$ cat src/rtl/sysclk_prescaler.sv
module sysclk_prescaler #(
  parameter int RW = 8
) (
  input  logic          clk_i,
  input  logic          rst_ni,
  input  logic          ld_we_i,
  input  logic [RW-1:0] ld_val_i,
  input  logic          dbl_i,
  output logic          div_clk_o,
  output logic          tick_o
);
  localparam logic [RW-1:0] RST_VAL = {RW{1'b1}};

  logic [RW-1:0] reload_q;
  logic [RW-1:0] cnt_q;
  logic          div_q;
  logic          tick_q;
  logic          edge_w;

  assign edge_w    = (cnt_q == '0);
  assign div_clk_o = div_q;
  assign tick_o    = tick_q;

  always_ff @(posedge clk_i) begin
    if (!rst_ni)      reload_q <= RST_VAL;
    else if (ld_we_i) reload_q <= ld_val_i;
  end

  // half phase length is 2^RW - reload, so the count-down start is ~reload
  always_ff @(posedge clk_i) begin
    if (!rst_ni) begin
      cnt_q  <= '0;
      div_q  <= 1'b0;
      tick_q <= 1'b0;
    end else if (dbl_i) begin
      cnt_q  <= '0;
      div_q  <= 1'b1;
      tick_q <= 1'b1;
    end else if (edge_w) begin
      cnt_q  <= ~reload_q;
      div_q  <= ~div_q;
      tick_q <= ~div_q;
    end else begin
      cnt_q  <= cnt_q - 1'b1;
      tick_q <= 1'b0;
    end
  end
endmodule

$ cat config.mk
export PLATFORM = sky130hd
export DESIGN_NAME = sysclk_prescaler
export DESIGN_NICKNAME = d
export VERILOG_FILES = /design/src/rtl/sysclk_prescaler.sv
export SDC_FILE = /design/constraint.sdc
export NUM_CORES = 1
export LEC_CHECK = 0
export BUFFER_PORTS_ARGS = -buffer_cell sky130_fd_sc_hd__clkbuf_2
export CORE_UTILIZATION = 31
export DETAILED_ROUTE_END_ITERATION = 10
export HOLD_SLACK_MARGIN = 0.02
export PLACE_DENSITY = 0.55
export SYNTH_ARGS = -nofsm -noshare
export SYNTH_HDL_FRONTEND = slang
export SYNTH_SLANG_ARGS = --single-unit
export TNS_END_PERCENT = 100
$ cat constraint.sdc
create_clock -name clk_i -period 4.95 [get_ports clk_i]
set_input_delay 0.7425 -clock clk_i [delete_from_list [all_inputs] [get_ports clk_i]]
set_output_delay 0.7425 -clock clk_i [all_outputs]
set_load 0.02 [all_outputs]
======== Word level (Yosys, flattened, before mapping) ========
Index checks and enable logic that the tools add are counted.
W data, S select, Z words.
operators by class
  add/subtract/negate cells ............... 1
  muxes and demuxes ....................... 5
  bitwise operators ....................... 3
  reductions and logical operators ........ 3
operators with widths
  operator               count
  $logic_not A8 Y1       1
  $mux W8                1
  $not A8 Y8             1
  $sub A8 B1 Y8 const B  1
  $mux W1                4
  $not A1 Y1             2
  $reduce_bool A2 Y1     1
  $reduce_or A2 Y1       1
storage, ports and cells
  bits in registers ....................... 18
  input port bits ......................... 12
  output and inout port bits .............. 2

======== Logic depth before layout (Yosys ltp) ========
  depth in word-level cells ............... 3
  mapped depth ............................ 7

======== Worst setup path after synthesis ========
No wires, ideal clock.
  kind .................................... register to register
  start ................................... register cnt_q[4]
  end ..................................... register cnt_q[2]
  arrival ................................. 1,490 ps
  slack ................................... 3,381 ps
  cell stages (with the launch flop) ...... 6
  path through ............................ dfxtp_1 or4_4 nor3_4 buf_6 nor2_1 a211oi_2
between the ends
  cells in the longest elaborated chain, start to end .. 2
RTL lines
  what                    RTL line  text
  from (decl)             15        logic [RW-1:0] cnt_q;
  from (signal assigned)  40        cnt_q <= ~reload_q;
  from (signal assigned)  44        cnt_q <= cnt_q - 1'b1;
  $logic_not A8 Y1        20        assign edge_w = (cnt_q == '0);
  $mux W8                 39        end else if (edge_w) begin
No other way between the ends.
A chain may end at the register's enable or synchronous reset.

======== Worst setup path in the final report ========
  start ................................... register cnt_q[4]
  end ..................................... register div_q, in the netlist div_clk_o
between the ends
  cells in the longest elaborated chain, start to end .. 2
RTL lines
  what                                 RTL line  text
  $logic_not A8 Y1                     20
  $reduce_bool A2 Y1 (no source line)  --
  to (signal assigned)                 41        div_q <= ~div_q;
  to (decl)                            16        logic div_q;
No other way between the ends.

==> impl_results.md <==
- Num rows: 18
- Pwr per Cell Area: 664.1 mW/mm^2
- Starting Density: 32.77%
- Final setup vio count: 0
- Register area share after synthesis: 44.79%
- Crit path capture type: flip-flop
- Buffer count from post-CTS setup fixing: 0
- R2r setup slk: 3.11 ns
- RSZ-0062 raised after global routing: no
- Ys flop type: dfxtp_1
- Worst hold endpoint: cnt_q[1]$_SDFF_PP0_
- Routability cong.: roughly 0.75
- Ports: 14
- Final core occ: 37.51%
- Layout cells sized above 1: 23.66%
- CTS Buf Count: 3
- Largest area contributor in the netlist: dfxtp_1
- Buffers on Ports: 13
- Initial antenna violation count: 0
- Synth cell count leaders: dfxtp_1, mux2i_1, nand2_1
- Setup_tns: 0 ns
- Worst-Margin Slew: 0.5349 ns
- Chip width: 52.95 um
- Reg2reg end: div_clk_o$_SDFFE_PN0P_
- Peak Freq: 543.0 MHz
- Worst Path Arrival: 2.04 ns
- Slew Limit Headroom: 64.22%
- Startpoint Class: flip-flop
- Hpwl dp: 1026 um
- First-pass GRT wire length: 2470 um
- Synth cell types: 23
- Post-CTS Hold Buffers: 0
- Number of synthesized flops with an enable pin: 0
- CP Class: flip-flop to flip-flop
- Max-slew violation count: 0
- Largest net degree at the start of global routing: 14
- Leakage Power: between 0.3 and 0.4 nW
- Critical R2R Launch: cnt_q[4]$_SDFF_PP0_
- Syn Std Cell Area: just over 800 um^2
- Remaining Overflow, GRT: 0
- Crit path max fanout: 13
- Status: completed
- Synthesis-stage register bit count: 18
- Mapped Avg Cell Area: 10.06 um^2
- Final hold viol count: 0
- Pre-antenna DRT Iters: 2
- Synth Warn #: 0
- Synth async-reset ratio: 0%
- Core ar.: between 0.002 and 0.0025 mm^2
- Drt total wl: 1410 um
- Die H: 52.95 um
- Worst Skew: ~0.0091 ns
- Antenna Violating Nets Remaining: 0
- Syn Inst Count: 80
- Hold depth: 1
- Cts repair resizes: 0
- Count leader, synth: dfxtp_1
- Reg2Reg Depth: 4
- Post-synth top area share: 44.79%
- Vias in the first global route: 575
- Iter 0 DRT Violations: 5
- Die area: 0.002803 mm^2
- CTS Buffer Depth: 2
- Clk slew on worst S/H paths: around 0.10 ns
- # DRC: 0
- Vias per inst: between 4 and 5
- Vias: 590
- Fill cells: 249
- GRT Total Usage: 12.78%
- Layout Nets: 108
- Post-synthesis net count: 94
- Ant diodes: 0
- CTS tree: done
- Avg WL per Cell: ~11 um
- Min-delay src: reload_q[1]$_SDFFE_PN1P_
- Hold crit path type: flip-flop to flip-flop
- Synth top area cells: dfxtp_1, mux2i_1, a211oi_2
- Clk Latency, worst-skew pair: 0.30 ns
- Worst path required time: 5.15 ns
- Max_cap viols: 0
- Clock sink total: 18
- Layout overhead on the synthesized area: 14.46%
- Fin crit period: ~1.8 ns
- Max IR drop VDD: around 0.31 mV
- Clk root buf: clkbuf_4
- CTS H-tree depth: 1
- Fin crit share: a little under two fifths
## worst max-delay path by stage
stage	cells past startpoint	start	endpoint
6_report	4	cnt_q[4]$_SDFF_PP0_	div_clk_o$_SDFFE_PN0P_
3_5_place_dp	4	cnt_q[4]$_SDFF_PP0_	cnt_q[3]$_SDFF_PP0_
5_1_grt	4	cnt_q[4]$_SDFF_PP0_	cnt_q[4]$_SDFF_PP0_
4_1_cts	4	cnt_q[4]$_SDFF_PP0_	div_clk_o$_SDFFE_PN0P_
3_3_place_gp	4	cnt_q[4]$_SDFF_PP0_	div_clk_o$_SDFFE_PN0P_
2_1_floorplan	5	cnt_q[4]$_SDFF_PP0_	cnt_q[2]$_SDFF_PP0_
## cell type report
class / instances / area (um^2) / area share [%]
inverter: 3 / 11.26 / 1.223
tap: 30 / 37.54 / 4.076
clock buffer: 4 / 36.28 / 3.940
sequential: 18 / 360.3 / 39.13
timing repair buffer: 13 / 65.06 / 7.065
multi-input combinational: 55 / 410.4 / 44.57
## worst max-delay path: stages, from the launching register on
cell and delay, ns:
dfxtp_1 0.36, or4_4 0.58, nor3_4 0.49, xor2_1 0.13
o21a_1 0.19
## power breakdown
group          total [mW]  leakage, nW  switching, mW  internal, mW
Sequential          0.217        0.149         0.0357         0.181
Clock              0.0909       0.0210         0.0460        0.0449
Combinational       0.304        0.228          0.171         0.133
## through the flow
step                worst slack, ns  hold slack, ns  total power, mW  cells  area, um^2
floorplan                     3.381          0.4130           0.4918     80       804.5
global placement              3.169          0.4316           0.5214    119       884.6
detailed placement            3.095          0.4348           0.5276    119       884.6
CTS                           3.077          0.4497           0.6209    123       920.9
global route                  2.994          0.4671           0.6668    123       920.9
finish                        3.108          0.4443           0.6116    123       920.9
## cell families (layout without fill, tap and decap cells)
group                      count (synthesis)  after routing  share of synthesized area (%)
DFF                                       18             18                          44.79
xor gates and xnor gates                   4              4                          4.355
and+or+nand+nor                           25             25                          16.95
buffers and inverters                      7             20                          4.199
AOI/OAI and AO/OA                         15             15                          15.40
adders and majority gates                  2              2                          3.110
muxes                                      9              9                          11.20
## layout by cell type (no fill, tap or decap)
cell      Yosys  routed
a211oi_1      2       2
a211oi_2      3       3
a21oi_1       3       3
a311oi_1      2       2
clkbuf_2      0      13
clkbuf_4      0       3
clkbuf_8      0       1
dfxtp_1      18      18
ha_1          2       2
inv_1         3       3
mux2i_1       9       9
nand2_1       9       9
nand2b_1      3       3
nor2_1        5       5
nor2b_1       1       1
nor3_1        1       1
nor3_4        1       1
nor3b_1       1       1
nor4_1        3       3
o21a_1        4       4
o31a_1        1       1
or4_4         1       1
xnor2_1       1       1
xor2_1        3       3
## sequential cells by signal, indices dropped and copies added, names as in the netlist
| name | cells |
|---|---|
| tick_o | 1 |
| div_clk_o | 1 |
| reload_q | 8 |
| cnt_q | 8 |
## per-layer routing
metal	vias up	GRT usage [%]	part of all wire [%]
li1	306	-	-
met1	273	14.43	45
met2	6	20.46	49
met3	5	1.724	2.0
met4	0	11.84	4.5
met5	-	0	0
Note: power is estimated with default switching activity, not from simulation.
